==> config.mk <==
export PLATFORM = sky130hd
export DESIGN_NAME = retire_watchdog
export DESIGN_NICKNAME = d
export VERILOG_FILES = /design/src/rtl/rw_pkg.sv /design/src/rtl/rw_countdown.sv /design/src/rtl/rw_streak.sv /design/src/rtl/rw_request.sv /design/src/rtl/retire_watchdog.sv
export SDC_FILE = /design/constraint.sdc
export NUM_CORES = 1
export LEC_CHECK = 0
export ABC_AREA = 1
export BUFFER_PORTS_ARGS = -buffer_cell sky130_fd_sc_hd__buf_2
export CAP_MARGIN = 20
export CORE_MARGIN = 5
export CORE_UTILIZATION = 35
export CTS_BUF_LIST = sky130_fd_sc_hd__clkbuf_4 sky130_fd_sc_hd__clkbuf_8 sky130_fd_sc_hd__clkbuf_16
export DETAILED_ROUTE_END_ITERATION = 8
export GPL_ROUTABILITY_DRIVEN = 0
export PLACE_DENSITY = 0.53
export SYNTH_ARGS = -nofsm -noshare
export SYNTH_HDL_FRONTEND = slang
export SYNTH_SLANG_ARGS = --single-unit
==> constraint.sdc <==
create_clock -name clk -period 4.4 [get_ports clk]
set_input_delay 0.66 -clock clk [delete_from_list [all_inputs] [get_ports clk]]
set_output_delay 0.66 -clock clk [all_outputs]
set_load 0.02 [all_outputs]
==> src/rtl/rw_pkg.sv <==
// Package: shared constants and the request bundle for the retirement watchdog.
// Assumes: nothing beyond IEEE 1800-2017.
package rw_pkg;
    // Worst-case single-instruction latency used as the reset reload value.
    localparam int RW_DEFAULT_RELOAD = 60;

    // Requests issued toward the checker and the core.
    typedef struct packed {
        logic inject;
        logic restart;
    } rw_req_t;
endpackage

==> src/rtl/rw_countdown.sv <==
// Module: progress countdown. Loads on commit or expiry, otherwise counts down.
// Assumes: commit_i is a one-cycle pulse per retired instruction; a commit
// in the zero-count cycle suppresses the expiry.
module rw_countdown #(
    parameter int CNT_W        = 8,
    parameter int RESET_RELOAD = rw_pkg::RW_DEFAULT_RELOAD
) (
    input  logic             clk,
    input  logic             rst_n,
    input  logic             commit_i,
    input  logic [CNT_W-1:0] reload_i,
    output logic             expiry_o
);
    localparam logic [CNT_W-1:0] RST_VAL = CNT_W'(RESET_RELOAD);

    logic [CNT_W-1:0] cnt_q;

    // Expiry: zero count and no commit rescuing this cycle.
    assign expiry_o = (cnt_q == '0) && !commit_i;

    // Countdown register: load on commit or expiry, else decrement.
    always_ff @(posedge clk) begin
        if (!rst_n) begin
            cnt_q <= RST_VAL;
        end else if (commit_i || expiry_o) begin
            cnt_q <= reload_i;
        end else begin
            cnt_q <= cnt_q - 1'b1;
        end
    end


    reload_commit_chk: assert property (@(posedge clk) disable iff (!rst_n)
        commit_i |=> (cnt_q == $past(reload_i)));


    expiry_reload_chk: assert property (@(posedge clk) disable iff (!rst_n)
        expiry_o |=> (cnt_q == $past(reload_i)));


    single_pulse_chk: assert property (@(posedge clk) disable iff (!rst_n)
        (expiry_o && reload_i != '0) |=> !expiry_o);
endmodule

==> src/rtl/rw_streak.sv <==
// Module: back-to-back expiry counter and the sticky core-failed flag.
// Assumes: expiry_i and commit_i are never high together (the countdown
// guarantees this); clr_i wins over every other update.
module rw_streak #(
    parameter int STRK_W = 4
) (
    input  logic              clk,
    input  logic              rst_n,
    input  logic              commit_i,
    input  logic              expiry_i,
    input  logic              clr_i,
    input  logic [STRK_W-1:0] limit_i,
    output logic              failed_o
);
    logic [STRK_W-1:0] strk_q;
    logic [STRK_W:0]   strk_next;
    logic              hit;
    logic              failed_q;

    // Streak value this expiry would produce, and whether it meets the limit.
    always_comb begin
        strk_next = {1'b0, strk_q} + 1'b1;
        hit       = expiry_i && (strk_next >= {1'b0, limit_i});
    end

    // Streak register: cleared by clear or commit, saturating count on expiry.
    always_ff @(posedge clk) begin
        if (!rst_n || clr_i || commit_i) begin
            strk_q <= '0;
        end else if (expiry_i && (strk_q != '1)) begin
            strk_q <= strk_q + 1'b1;
        end
    end

    // Sticky failed flag: set on reaching the limit, cleared only explicitly.
    always_ff @(posedge clk) begin
        if (!rst_n || clr_i) begin
            failed_q <= 1'b0;
        end else if (hit) begin
            failed_q <= 1'b1;
        end
    end

    assign failed_o = failed_q;


    streak_clear_chk: assert property (@(posedge clk) disable iff (!rst_n)
        (commit_i && !clr_i) |=> (strk_q == '0));


    failed_rise_chk: assert property (@(posedge clk) disable iff (!rst_n)
        $rose(failed_q) |-> $past(expiry_i));


    failed_hold_chk: assert property (@(posedge clk) disable iff (!rst_n)
        (failed_q && !clr_i) |=> failed_q);
endmodule

==> src/rtl/rw_request.sv <==
// Module: turns the expiry event and the failed state into requests.
// Assumes: expiry_i is already qualified by the commit in the same cycle.
module rw_request (
    input  logic            expiry_i,
    input  logic            commit_i,
    input  logic            failed_i,
    output rw_pkg::rw_req_t req_o
);
    // Request decode: inject on expiry or on takeover commits; restart only
    // while the core is still trusted.
    always_comb begin
        req_o.inject  = expiry_i || (failed_i && commit_i);
        req_o.restart = expiry_i && !failed_i;
    end
endmodule

==> src/rtl/retire_watchdog.sv <==
// Module: top of the retirement progress watchdog. Times commits, signals
// lockup, and escalates to takeover after repeated lockups.
// Assumes: synchronous active-low reset held for at least one clock edge.
module retire_watchdog #(
    parameter int CNT_W        = 8,
    parameter int STRK_W       = 4,
    parameter int RESET_RELOAD = rw_pkg::RW_DEFAULT_RELOAD
) (
    input  logic              clk,
    input  logic              rst_n,
    input  logic              commit_i,
    input  logic [CNT_W-1:0]  reload_i,
    input  logic [STRK_W-1:0] limit_i,
    input  logic              failed_clr_i,
    output logic              expiry_o,
    output logic              inject_zero_o,
    output logic              restart_o,
    output logic              core_failed_o
);
    logic            expiry;
    logic            failed;
    rw_pkg::rw_req_t req;

    rw_countdown #(.CNT_W(CNT_W), .RESET_RELOAD(RESET_RELOAD)) u_cd (
        .clk      (clk),
        .rst_n    (rst_n),
        .commit_i (commit_i),
        .reload_i (reload_i),
        .expiry_o (expiry)
    );

    rw_streak #(.STRK_W(STRK_W)) u_strk (
        .clk      (clk),
        .rst_n    (rst_n),
        .commit_i (commit_i),
        .expiry_i (expiry),
        .clr_i    (failed_clr_i),
        .limit_i  (limit_i),
        .failed_o (failed)
    );

    rw_request u_req (
        .expiry_i (expiry),
        .commit_i (commit_i),
        .failed_i (failed),
        .req_o    (req)
    );

    assign expiry_o      = expiry;
    assign inject_zero_o = req.inject;
    assign restart_o     = req.restart;
    assign core_failed_o = failed;


    inject_on_expiry_chk: assert property (@(posedge clk) disable iff (!rst_n)
        expiry_o |-> inject_zero_o);


    commit_quiet_chk: assert property (@(posedge clk) disable iff (!rst_n)
        (commit_i && !core_failed_o) |-> (!inject_zero_o && !restart_o));
endmodule

==> flow_summary.ini, run 1 <==
[global_route]
grt_antenna_before_repair = 0
grt_pass1_vias = 759
grt_pass1_wl_mm = 3.11
grt_max_degree = 12
grt_usage_pct = 11.5
grt_remaining_overflow = 0

[critical_path]
regToRegSetupSlack_ns = 2.81
r2r-start = u_strk.strk_q[0]
path_class = reg2out
worstPathRequired_ns = 3.74
crit_fanout = 11
crit_end = inject_zero_o
reg2regPathDepth = 11
cp-end-kind = primary output
arrival_ns = 1.71
r2r-end = u_strk.failed_o
cp-startpoint = u_cd.cnt_q[0]
startpoint_type = flop

[route]
drt-total-wl_mm = 1.83
drc_errors = 0
antenna_left = 0
viasPerCell = 4.49
drt-wirelength-per-cell_um = 10.1
dr_wl_met3_um = 86
met2RoutedLength_um = 930
wl_met1_um = 790
dr.pass1.iters = 3
vias = 813
highest_layer = met4
drt_iter0_drc = 32

[clock_tree]
clock-root-buffer = clkbuf_4
cts-resized-gates = 0
htree_levels = 1
path_clk_slew_ns = 0.08
clock-sinks = 13
cts_tree = built
cts_hold_buf = 0
cts_setup_buffers = 0
clk_latency_ns = 0.28
cts.path.max_buffers = 2
numCtsBuffers = 3

[status]
status = finished clean

[sta]
finalClockSkew_ns = 0.00572
clock.fmax_mhz = 421
timing.final.crit_period_ns = 2.37
drv_slew = 0
worst_pin_slew_ns = 0.457
fin_crit_sh_pct = 53.9
setup_viol = 0
rsz0062_at_grt = false
relSlewSlack_pct = 69.5
setup-tns-final_ns = 0
hold_violations = 0

[finish]
diodes = 0
nets = 175
fin_cells = 181
drive_above_1_share_pct = 21.9
final_common_cell = nand2_1
design_area_mm2 = 0.00102
layout_common_cells = 30 x nand2_1, 22 x inv_1, 19 x nor2_1, 19 x buf_2, 13 x dfxtp_1
post-route-util_pct = 42.1
fillCellCount = 280
syn_to_final_growth_pct = 16.7

[yosys]
syn_nets = 153
synth_top_area_share_pct = 29.7
yosys.area.top_type = dfxtp_1
synthCells = 130
ys_types = 23
ys_seq_area_share_pct = 29.7
netlist_area_um2 = 877
yosysWarnings = 0
synthTopCellsByArea = dfxtp_1 30%, nand2_1 13%, ha_1 10%
syn-mean-instance-area_um2 = 6.75
synth-seq-cells = 13

[min_path]
hold_class = reg2reg

[placed_design]
post_dp_cell_area_um2 = 993
portBuffers = 19
dp.cells = 177
hpwlAfterDp_mm = 1.52

[power]
p_leak_nw = 0.568
peakVddDrop_uv = 183
p_per_area_mw_per_mm2 = 246

[floorplan]
die_h_um = 60.1
fp.dieW_um = 60.1
initial_utilization_pct = 36.1
io_pins = 20
fp.dieArea_mm2 = 0.00361
core_mm2 = 0.00243
rows = 18

[run]
drv_cap = 0
==> stage by stage <==
stage | setup WS, ns | hold slack (ns) | power [W]
after global placement | 2.34 | 0.481 | 0.000174
after detailed placement | 2.29 | 0.484 | 0.000175
after CTS | 2.00 | 0.498 | 0.000259
final | 2.03 | 0.500 | 0.000252
after global routing | 1.91 | 0.541 | 0.000270
after floorplan | 2.37 | 0.475 | 0.000162
==> how the worst min path moves through the flow <==
stage                           from          endpoint  slack (ns)  cells past startpoint
finish               u_strk.failed_o   u_strk.failed_o        0.50                      2
global route         u_strk.failed_o   u_strk.failed_o        0.54                      2
CTS                  u_strk.failed_o   u_strk.failed_o        0.50                      2
detailed placement   u_strk.failed_o   u_strk.failed_o        0.48                      2
global placement     u_strk.failed_o   u_strk.failed_o        0.48                      2
floorplan           u_strk.strk_q[2]  u_strk.strk_q[2]        0.47                      2
==> flip-flops by register name (all words and copies together), names as in the netlist <==
| signal | cells |
|---|---|
| u_cd.cnt_q | 8 |
| u_strk.strk_q | 4 |
| u_strk.failed_o | 1 |
==> cell families (layout without fill, tap and decap cells) <==
family | Yosys count | count (layout) | share of synthesized area, %
buffers and inverters | 24 | 45 | 11.3
XOR/XNOR | 3 | 3 | 3.00
adder cells (fa/ha/maj) | 7 | 7 | 9.99
AO/OA/AOI/OAI | 15 | 15 | 8.99
AND/OR/NAND/NOR | 68 | 68 | 37.1
flip-flops | 13 | 13 | 29.7
==> metal layers <==
layer / up-vias / track usage [%]
li1: 446 / -
met1: 357 / 12.7
met2: 8 / 19.9
met3: 2 / 4.54
met4: 0 / 3.80
met5: - / 0
==> cell type report <==
| class | instances | area (um^2) | area share [%] |
|---|---|---|---|
| multi-input combinational | 93 | 518 | 50.6 |
| sequential | 13 | 260 | 25.4 |
| timing repair buffer | 19 | 95.1 | 9.29 |
| tap | 30 | 37.5 | 3.67 |
| inverter | 22 | 82.6 | 8.07 |
| clock buffer | 4 | 30.0 | 2.93 |
==> power breakdown <==
part	leakage [nW]	total (W)	internal (W)	switching, W
logic	0.443	0.0000440	0.0000170	0.0000270
clock network	0.0184	0.0000797	0.0000413	0.0000384
registers	0.107	0.000128	0.000123	0.00000451
==> critical path: stages (launching register included) <==
cell and delay [ns]:
dfxtp_1 0.31, inv_1 0.06, ha_1 0.21, nand2_2 0.16, nor2_8 0.06, nor2_2 0.36
a21oi_1 0.08, buf_2 0.18
==> synth_stat cells (all sizes together) <==
master and count:
nand4 2, nor4 1, xor2 2, buf 2, a21oi 6, nand3 8
o21ai 9, dfxtp 13, ha 7, nor3 1, inv 22, nand2 32
nor2 24, xnor2 1
No activity file was read; power rests on OpenSTA's default activity.
==> inputs of run 2 (changes only) <==
ABC_AREA = 0   (was 1)
PLACE_DENSITY = 0.56   (was 0.53)
clock period = 2.1 ns   (was 4.4 ns; I/O delays follow)
==> run 2 against run 1 <==
Clock power increased by 100%. Hold slack got worse by 0.27 ns. Sequential share of layout area grew 1.9 points. Synthesized cell count down 32%. Core utilization rose by 1.4 points. Critical path depth fell by 1. Design area shrank 7.0%. Power rose by 100%. Via count fell by 18%. Clock skew up 0.0055 ns. Largest cell class unchanged.
==> flow_summary.ini, run 2 <==
[yosys]
ys_types = 30
synth_top_area_share_pct = 32.7
synthArstFlopShare_pct = 0
synth_compound_area_share_pct = 13.2
syn-mean-instance-area_um2 = 9.06
netlist_area_um2 = 797
yosys.area.top_type = dfxtp_1
synth_top_family_by_area = simple AND/OR/NAND/NOR gates
synth-seq-cells = 13
synth.area.mux_share_pct = 6.28
synth_xor_area_share_pct = 8.79
synthTopCellsByArea = dfxtp_1 33%, ha_1 11%, xor2_1 6.6%
post-synth-top-count-cell = dfxtp_1
yosysWarnings = 0
ys_seq_area_share_pct = 32.7
synth-adder-area-share_pct = 11.0
synth_edf_count = 0
synthCells = 88
synth-simple-area-share_pct = 23.4
ys.flop_type = dfxtp_1
syn_nets = 111
synthTopCellsByCount = 13 x dfxtp_1, 7 x ha_1

[run]
drv_cap = 0

[floorplan]
die_h_um = 57.7
fp.dieW_um = 57.7
io_pins = 20
core_mm2 = 0.00219
rows = 17
fp.dieArea_mm2 = 0.00333
initial_utilization_pct = 36.4

[sta]
finalClockSkew_ns = 0.0112
clock.fmax_mhz = 519
drv_slew = 0
setup_viol = 0
worst_pin_slew_ns = 0.673
fin_crit_sh_pct = 91.8
timing.final.crit_period_ns = 1.93
hold_violations = 0
setup-tns-final_ns = 0
relSlewSlack_pct = 55.0
rsz0062_at_grt = false
whs_ns = 0.228

[global_route]
grt_max_degree = 13
grt_remaining_overflow = 0
grt_pass1_wl_mm = 2.70
grt_usage_pct = 10.4
grt_pass1_vias = 640
grt_antenna_before_repair = 0

[finish]
syn_to_final_growth_pct = 19.5
regMostFlops = u_cd.cnt_q
nets = 134
design_area_um2 = 952
largest_register_ffs = 8
final_common_cell = buf_2
diodes = 0
fillCellCount = 219
layout_common_cells = 19 x buf_2, 13 x dfxtp_1, 7 x ha_1
drive_above_1_share_pct = 25.5

[route]
viasPerCell = 4.82
drt-total-wl_mm = 1.58
antenna_left = 0
dr.pass1.iters = 4
drc_errors = 0
drt_iter0_drc = 9
drt-wirelength-per-cell_um = 11.4
vias = 665

[clock_tree]
cts.path.max_buffers = 2
clock-root-buffer = clkbuf_4
cts_hold_buf = 0
htree_levels = 1
path_clk_slew_ns = 0.08
clock-sinks = 13
numCtsBuffers = 3
cts_tree = built
clk_latency_ns = 0.27

[placed_design]
post_dp_cell_area_um2 = 912
portBuffers = 19
hpwlAfterDp_mm = 1.27

[power]
power_w = 0.000508
p_leak_nw = 0.445
p_per_area_mw_per_mm2 = 534
peakVddDrop_uv = 237

[min_path]
hold_class = in2reg

[critical_path]
startpoint_type = flop
worstPathRequired_ns = 1.78
cp-end-kind = primary output
arrival_ns = 1.61
crit_fanout = 7
path_class = reg2out

[status]
status = finished clean
run 2: cell types whose count changed after synthesis, sizes merged, moves of 4 or more:
cell / change
nand2: -27
nor2: -18
inv: -16
nand3: -6
mux2i: +5
nor3: +5
o21ai: -4
xor2: +4
run 2: critical path: stages (launching register included):
cell,delay (ns)
dfxtp_1,0.35
nor4_4,0.27
buf_4,0.18
nand3_1,0.16
nor2_2,0.14
a21o_1,0.09
buf_2,0.15
run 2: final timing paths:
kind	start	to	slack (ns)	cells after the start
max	u_cd.cnt_q[6]	inject_zero_o	0.17	6
min	failed_clr_i	u_strk.failed_o	0.23	2
max reg2reg	u_cd.cnt_q[3]	u_cd.cnt_q[2]	0.41	5
min reg2reg	u_strk.strk_q[1]	u_strk.strk_q[1]	0.53	2
run 2: what timing repair did:
item | in CTS | in global routing
resized for setup | 0 | 1
endpoints found under the setup margin | 0 | 3
buffers inserted | 0 | 1
run 2: per-layer routing:
metal	vias to the layer above	routed length, um	global-route usage [%]
met3	2	110	3.79
li1	360	-	-
met2	16	678	16.6
met1	287	775	12.6
met5	-	0	0
met4	0	14	3.97
run 2: final cells by class:
class                      instances  area, um^2  area share [%]
tap                               28        35.0            3.68
multi-input combinational         67         502            52.7
clock buffer                       4        30.0            3.15
sequential                        13         260            27.3
timing repair buffer              20         103            10.8
inverter                           6        22.5            2.37
run 2: where the power goes:
| part | internal, W | leakage [nW] | switching [W] |
|---|---|---|---|
| combinational | 0.0000369 | 0.320 | 0.0000378 |
| clock | 0.0000863 | 0.0184 | 0.0000739 |
| sequential | 0.000259 | 0.107 | 0.0000147 |
| total | 0.000382 | 0.445 | 0.000126 |
run 2: metrics by stage:
stage,worst slack (ns),std cells,utilization [%]
CTS,0.0243,137,43.0
global placement,0.405,133,41.6
detailed placement,0.343,133,41.6
global route,0.0169,138,43.5
floorplan,0.267,88,-
finish,0.172,138,43.5
run 2: kinds of logic (layout without fill, tap and decap cells):
logic type / after synthesis / after routing
adders and majority gates: 7 / 7
and+or+nand+nor: 31 / 31
buffers and inverters: 8 / 30
xor gates and xnor gates: 8 / 8
muxes: 5 / 5
DFF: 13 / 13
AOI/OAI and AO/OA: 16 / 16
